$ cat src/rtl/ack_pkg.sv
package ack_pkg;
  localparam int MODE_W = 8;
  localparam int M_RC   = 0;
  localparam int M_BC   = 2;
  localparam int M_LEN  = 4;
  localparam int M_SEL  = 6;
  localparam int M_SLV  = 7;
  localparam logic [1:0] LEN_24 = 2'd2;

  typedef struct packed {
    logic [1:0] rc;
    logic [1:0] bc;
  } ratio_t;

  // root clock periods per frame for a root code
  function automatic logic [9:0] root_fs(input logic [1:0] c);
    case (c)
      2'd0:    return 10'd256;
      2'd1:    return 10'd512;
      2'd2:    return 10'd384;
      default: return 10'd768;
    endcase
  endfunction

  // bit clock periods per frame for a bit code
  function automatic logic [5:0] bit_fs(input logic [1:0] c);
    case (c)
      2'd0:    return 6'd32;
      2'd1:    return 6'd48;
      2'd2:    return 6'd16;
      default: return 6'd24;
    endcase
  endfunction

  // the bit period must be a whole number of root periods
  function automatic logic pair_ok(input ratio_t r);
    logic [9:0] rem;
    rem = root_fs(r.rc) % {4'd0, bit_fs(r.bc)};
    return (rem == 10'd0);
  endfunction

  // root ticks per bit clock half period
  function automatic logic [5:0] half_ticks(input ratio_t r);
    logic [9:0] q;
    q = root_fs(r.rc) / {4'd0, bit_fs(r.bc)};
    return q[6:1];
  endfunction

  // 24-bit samples need a root ratio that is a multiple of three
  function automatic logic len_ok(input logic [1:0] rc, input logic [1:0] len);
    return !((len == LEN_24) && (rc[1] == 1'b0));
  endfunction
endpackage

$ cat src/rtl/ack_prescale.sv
module ack_prescale #(
  parameter int DIV_W = 7
) (
  input  logic             clk,
  input  logic             rst_n,
  input  logic             src0_tick,
  input  logic             src1_tick,
  input  logic             src_sel,
  input  logic             psr_en,
  input  logic [DIV_W-1:0] psr_div,
  input  logic             hold,
  output logic             root_tick
);
  logic [DIV_W-1:0] cnt;
  logic             sel_tick;
  logic             div_done;

  assign sel_tick = src_sel ? src1_tick : src0_tick;
  assign div_done = (cnt >= psr_div);

  always_ff @(posedge clk or negedge rst_n) begin
    if (!rst_n) begin
      cnt       <= '0;
      root_tick <= 1'b0;
    end else if (hold) begin
      cnt       <= '0;
      root_tick <= 1'b0;
    end else if (sel_tick) begin
      if (!psr_en) begin
        cnt       <= '0;
        root_tick <= 1'b1;
      end else if (div_done) begin
        cnt       <= '0;
        root_tick <= 1'b1;
      end else begin
        cnt       <= cnt + 1'b1;
        root_tick <= 1'b0;
      end
    end else begin
      root_tick <= 1'b0;
    end
  end

  // a root tick always follows a selected source tick
  a_r5_tick_from_source: assert property (@(posedge clk) disable iff (!rst_n)
    root_tick |-> $past(sel_tick));

  // with the prescaler off every source tick passes
  a_r6_passthrough: assert property (@(posedge clk) disable iff (!rst_n)
    ($past(rst_n) && !$past(psr_en) && $past(sel_tick) && !$past(hold)) |-> root_tick);
endmodule

$ cat src/rtl/ack_ratio_chk.sv
module ack_ratio_chk (
  input  logic             slave,
  input  logic [1:0]       rc,
  input  logic [1:0]       bc,
  input  logic [1:0]       len,
  output ack_pkg::ratio_t  pend,
  output logic             legal,
  output logic             err
);
  logic pair_good;
  logic len_good;

  always_comb begin
    pend.rc   = rc;
    pend.bc   = bc;
    pair_good = ack_pkg::pair_ok(pend);
    len_good  = ack_pkg::len_ok(rc, len);
    legal     = pair_good && len_good;
    err       = !slave && !legal;
  end
endmodule

$ cat src/rtl/ack_frame_gen.sv
module ack_frame_gen (
  input  logic            clk,
  input  logic            rst_n,
  input  logic            root_tick,
  input  logic            hold,
  input  ack_pkg::ratio_t pend,
  input  logic            pend_ok,
  output logic            bclk_q,
  output logic            lr_q,
  output logic            frame_q,
  output ack_pkg::ratio_t act
);
  logic [5:0] hcnt;
  logic [5:0] bitcnt;
  logic [5:0] half;
  logic [5:0] bits;
  logic       half_done;
  logic       bfall;
  logic       wrap;
  logic       mid;

  always_comb begin
    half      = ack_pkg::half_ticks(act);
    bits      = ack_pkg::bit_fs(act.bc);
    half_done = root_tick && (hcnt == half - 6'd1);
    bfall     = half_done && bclk_q;
    wrap      = bfall && (bitcnt == bits - 6'd1);
    mid       = bfall && (bitcnt == (bits >> 1) - 6'd1);
  end

  always_ff @(posedge clk or negedge rst_n) begin
    if (!rst_n) begin
      hcnt    <= '0;
      bitcnt  <= '0;
      bclk_q  <= 1'b0;
      lr_q    <= 1'b0;
      frame_q <= 1'b0;
      act     <= '0;
    end else if (hold) begin
      hcnt    <= '0;
      bitcnt  <= '0;
      bclk_q  <= 1'b0;
      lr_q    <= 1'b0;
      frame_q <= 1'b0;
      if (pend_ok) act <= pend;
    end else begin
      frame_q <= wrap;
      if (root_tick) hcnt <= half_done ? 6'd0 : hcnt + 6'd1;
      if (half_done) bclk_q <= ~bclk_q;
      if (bfall) begin
        if (wrap) begin
          bitcnt <= '0;
          lr_q   <= 1'b0;
          if (pend_ok) act <= pend;
        end else begin
          bitcnt <= bitcnt + 6'd1;
          if (mid) lr_q <= 1'b1;
        end
      end
    end
  end

  // the bit clock moves only on a root tick
  a_r3_bclk_on_tick: assert property (@(posedge clk) disable iff (!rst_n)
    (!$stable(bclk_q) && !$past(hold)) |-> $past(root_tick));

  // the frame clock moves only with a falling bit clock
  a_r4_lr_on_bclk_fall: assert property (@(posedge clk) disable iff (!rst_n)
    (!$stable(lr_q) && !$past(hold)) |-> $fell(bclk_q));

  // the active pair changes only at a frame start
  a_r11_cfg_at_boundary: assert property (@(posedge clk) disable iff (!rst_n)
    (!$stable(act) && !$past(hold)) |-> frame_q);

  // a frame begins with both clocks low and the bit count cleared
  a_r13_frame_at_start: assert property (@(posedge clk) disable iff (!rst_n)
    frame_q |-> (!lr_q && !bclk_q && (bitcnt == 6'd0)));

  // the running pair is always an evenly dividing one
  a_r10_act_legal: assert property (@(posedge clk) disable iff (!rst_n)
    ack_pkg::pair_ok(act));
endmodule

$ cat src/rtl/ack_clkgen.sv
module ack_clkgen #(
  parameter int DIV_W = 7
) (
  input  logic       clk,
  input  logic       rst_n,
  input  logic [7:0] mode_i,
  input  logic [7:0] psr_i,
  input  logic       src0_tick_i,
  input  logic       src1_tick_i,
  input  logic       ext_bclk_i,
  input  logic       ext_lrclk_i,
  output logic       root_tick_o,
  output logic       bclk_o,
  output logic       lrclk_o,
  output logic       frame_o,
  output logic       cfg_err_o
);
  import ack_pkg::*;

  localparam int EN_BIT = 7;

  logic            slave;
  logic            psr_en;
  logic [DIV_W-1:0] psr_div;
  logic            root_tick;
  ratio_t          pend;
  ratio_t          act;
  logic            legal;
  logic            gen_bclk;
  logic            gen_lr;
  logic            gen_frame;

  assign slave   = mode_i[M_SLV];
  assign psr_en  = psr_i[EN_BIT];
  assign psr_div = psr_i[DIV_W-1:0];

  ack_prescale #(.DIV_W(DIV_W)) u_pre (
    .clk       (clk),
    .rst_n     (rst_n),
    .src0_tick (src0_tick_i),
    .src1_tick (src1_tick_i),
    .src_sel   (mode_i[M_SEL]),
    .psr_en    (psr_en),
    .psr_div   (psr_div),
    .hold      (slave),
    .root_tick (root_tick)
  );

  ack_ratio_chk u_chk (
    .slave (slave),
    .rc    (mode_i[M_RC +: 2]),
    .bc    (mode_i[M_BC +: 2]),
    .len   (mode_i[M_LEN +: 2]),
    .pend  (pend),
    .legal (legal),
    .err   (cfg_err_o)
  );

  ack_frame_gen u_gen (
    .clk       (clk),
    .rst_n     (rst_n),
    .root_tick (root_tick),
    .hold      (slave),
    .pend      (pend),
    .pend_ok   (legal),
    .bclk_q    (gen_bclk),
    .lr_q      (gen_lr),
    .frame_q   (gen_frame),
    .act       (act)
  );

  assign root_tick_o = root_tick;
  assign frame_o     = gen_frame;
  assign bclk_o      = slave ? ext_bclk_i  : gen_bclk;
  assign lrclk_o     = slave ? ext_lrclk_i : gen_lr;

  // a settled slave mode produces no local ticks or frame pulses
  a_r12_slave_quiet: assert property (@(posedge clk) disable iff (!rst_n)
    (slave && $past(slave)) |-> (!root_tick_o && !frame_o));

  // an illegal setting on the port never becomes the running pair
  a_r10_no_illegal_adopt: assert property (@(posedge clk) disable iff (!rst_n)
    ($past(rst_n) && !$past(legal) && !$stable(act)) |-> (act != $past(pend)));
endmodule

$ cat config.mk
export PLATFORM = sky130hd
export DESIGN_NAME = ack_clkgen
export DESIGN_NICKNAME = d
export VERILOG_FILES = /design/src/rtl/ack_pkg.sv /design/src/rtl/ack_prescale.sv /design/src/rtl/ack_ratio_chk.sv /design/src/rtl/ack_frame_gen.sv /design/src/rtl/ack_clkgen.sv
export SDC_FILE = /design/constraint.sdc
export NUM_CORES = 1
export LEC_CHECK = 0
export ABC_AREA = 1
export CAP_MARGIN = 40
export CORE_MARGIN = 2
export CORE_UTILIZATION = 65
export CTS_BUF_LIST = sky130_fd_sc_hd__clkbuf_8
export DETAILED_ROUTE_END_ITERATION = 8
export HOLD_SLACK_MARGIN = 0.05
export PLACE_DENSITY = 0.9
export SLEW_MARGIN = 25
export SYNTH_ARGS = -nofsm -noshare
export SYNTH_HDL_FRONTEND = slang
export SYNTH_SLANG_ARGS = --single-unit
$ cat constraint.sdc
create_clock -name clk -period 26.5 [get_ports clk]
set_input_delay 5.3 -clock clk [delete_from_list [all_inputs] [get_ports clk]]
set_output_delay 5.3 -clock clk [all_outputs]
set_load 0.03 [all_outputs]
==> qor.txt <==
status = complete, but fails checks
postcts setup bufs = 0
Crit path largest cell delay = 0.73 ns
met3 Usage GRT = 0.0161
DR iter-0 viols = 138
post-synthesis xor/xnor area fraction = 0.0655
n_diodes = 0
Synth area leader = dfrtp_1
Placer Congestion = 0.903
hold path start = u_gen.act[3]
Final Critical Period = 19.44 ns
ys flop type = dfrtp_1
Area after DPL = 3920 µm²
crit end category = output pin
Clk Latency, worst-skew pair = 0.27 ns
clk root buf = clkbuf_8
Mapped Avg Cell Area = 6.89 µm²
top post-synthesis cells by area = dfrtp_1, ha_1, nand2_1, inv_1, nand3_1
R2R setup slack = 18.12 ns
CTS max path bufs = 2
met1 Use GR = 0.313
final wirelength = 7750 µm
hpwl dp = 6260 µm
Slew Viols, Final = 0
number of hold buffers added after CTS = 0
core area = 5440 µm²
TritonCTS Buffers = 3
initial antenna violation count = 0
Crit Path Class = in -> out
Routed Antenna Nets = 0
area delta synth->final = 10.2%
fill count = 416
Initial Util = 0.664
CP top delay family = simple AND/OR/NAND/NOR gates
post-route design area = 3980 µm²
DRT Pass-1 Iters = 6
share of layout cells above drive strength 1 = 0.100
number of flops mapped to enable cells by yosys = 0
I/O Pins = 27
Post-route DRC = 2
met2 Usage GRT = 0.518
worst hold path class = reg -> reg
Least-Margin Pin Slew = 0.615 ns
CTS tree = done
die area = 6170 µm²
maximum number of pins on one net before global-route repair = 28
Die Wd = 78.5 µm
Synth Net Count = 592
setup_tns = 0 ns
crit-path most repeated cell = nand2_1
Overflow after GRT = 0
Compound-Gate Fraction of Synth Area = 0.0960
Worst Skew = 0.0125 ns
mux share of post-synthesis cell area = 0.00312
DR WL/cell = 12.5 µm
Total Routing Usage GR = 0.269
Max transition margin = 0.589
fin crit share = 0.734
MaxCap Viol Count = 0
Max Fclk = 51.4 MHz
H-tree Lvls = 1
Clock Pin Slew Worst Setup and Hold Paths = 0.09 ns
Yosys top cell area share = 0.187
largest family of logic cells by synthesized area = simple AND/OR/NAND/NOR gates
Synth Warn # = 0
arrival time of the worst setup path = 14.14 ns
Post-Synth Adder-Cell Area = 0.164
Nets = 618
Yosys reg bits = 27
vias in the first global route = 3418
global-route wire length before repair = 14000 µm
CTS sink count = 27
endpoints failing setup = 0
Worst EP required = 21.20 ns
Hold Fails Final Rpt = 0
Startpoint Class = input port
CP Max Fanout = 11
drt via density = 5.51
post-synthesis simple-gate area fraction = 0.378
via count = 3420
die height = 78.5 µm
row count = 27
busiest grt layer = met2
CP max-delay cell = clkdlybuf4s50_1
post-CTS sizing = 0
asr flop ratio synth = 1.00
RSZ-0062 raised after global routing = no
violated checks = DRC
Synth Cell Area = 3610 µm²
reg2reg start = u_gen.act[0]
count of different cell masters after synthesis = 45
CP Buf/Inv Count = 10
worst setup path startpoint = mode_i[3]
synthesized instance count = 524
I/O Buffers = 26
register area share after synthesis = 0.187
-- synthesized netlist by cell type, types with 2 or more instances --
cell      instances
o32ai_1           2
nand4_1          21
inv_1            85
nand4_2           3
a21oi_1          20
nor4_1            2
fa_1              2
o22ai_1           2
o21ai_1           2
o31ai_1           4
nand2_4           5
xor2_1           20
nand3_1          49
ha_1             44
nor3_1            3
nand3_2           5
nor2_4            7
nand3b_1          2
xnor2_1           7
nor2_1           31
nor3b_1           2
o21ai_0          20
inv_2             4
nand2_1         119
nand2_2          14
clkbuf_1          2
a31oi_1           2
dfrtp_1          27
buf_2             2
-- worst min-delay path, delay by kind of cell (launching register included) --
| kind | cells | cell delay, ns |
|---|---|---|
| flops | 1 | 0.38 |
| simple gates | 2 | 0.11 |
-- flip-flops by register name, summed over array words and instances, names as in the netlist --
signal and count:
u_gen.hcnt 6, u_gen.act 4, u_gen.frame_q 1, u_gen.bclk_q 1, u_pre.cnt 7, u_pre.root_tick 1
u_gen.bitcnt 6, u_gen.lr_q 1
-- logic make-up (layout without fill, tap and decap cells) --
family,count (synthesis),in the layout
AOI/OAI and AO/OA,58,58
xor gates and xnor gates,27,27
adders and majority gates,46,46
buffers and inverters,97,122
DFF,27,27
muxes,1,1
and+or+nand+nor,268,268
-- final timing paths --
path	end	depth (start not counted)
min	u_gen.act[3]	2
min in group asynchronous	u_gen.hcnt[2]	2
max	cfg_err_o	49
max reg2reg	u_gen.bitcnt[2]	50
max in group asynchronous	u_gen.act[2]	2
min reg2reg	u_gen.act[3]	2
-- placed cells by master (no fill, tap or decap), drive strengths merged, types with 3 or more instances in the layout --
| cell | n |
|---|---|
| dfrtp | 27 |
| nor3 | 3 |
| nand4 | 24 |
| o31ai | 4 |
| o21ai | 23 |
| clkbuf | 3 |
| clkdlybuf4s50 | 26 |
| xor2 | 20 |
| ha | 44 |
| inv | 90 |
| a21oi | 21 |
| nand3 | 55 |
| nand2 | 138 |
| nor2 | 40 |
| xnor2 | 7 |
-- final cells by class --
class / instances / area, µm² / share of cell area
inverters: 90 / 340 / 0.0855
repair buffers: 28 / 275 / 0.0692
clock inverters: 1 / 7.51 / 0.00189
flip-flops and latches: 27 / 676 / 0.170
multi-input cells: 400 / 2550 / 0.641
clock buffers: 3 / 41.3 / 0.0104
well taps: 72 / 90.1 / 0.0226
-- routing by layer --
| layer | routed length [µm] | up-vias |
|---|---|---|
| met5 | 0 | - |
| met4 | 144 | 0 |
| met3 | 141 | 14 |
| met2 | 4040 | 52 |
| met1 | 3430 | 1588 |
| li1 | - | 1766 |
-- per-stage QoR --
stage,setup slack [ns],util,std cells,hold slack (ns)
6_report,7.06,0.732,621,0.518
5_1_grt,6.24,0.732,621,0.556
4_1_cts,6.68,0.730,620,0.522
3_5_place_dp,6.70,0.721,616,0.501
3_3_place_gp,7.25,0.721,616,0.485
2_1_floorplan,8.76,-,524,0.463
Power is not shown: default switching activity piles up to over one toggle a cycle in this logic, so the estimate is an artifact.
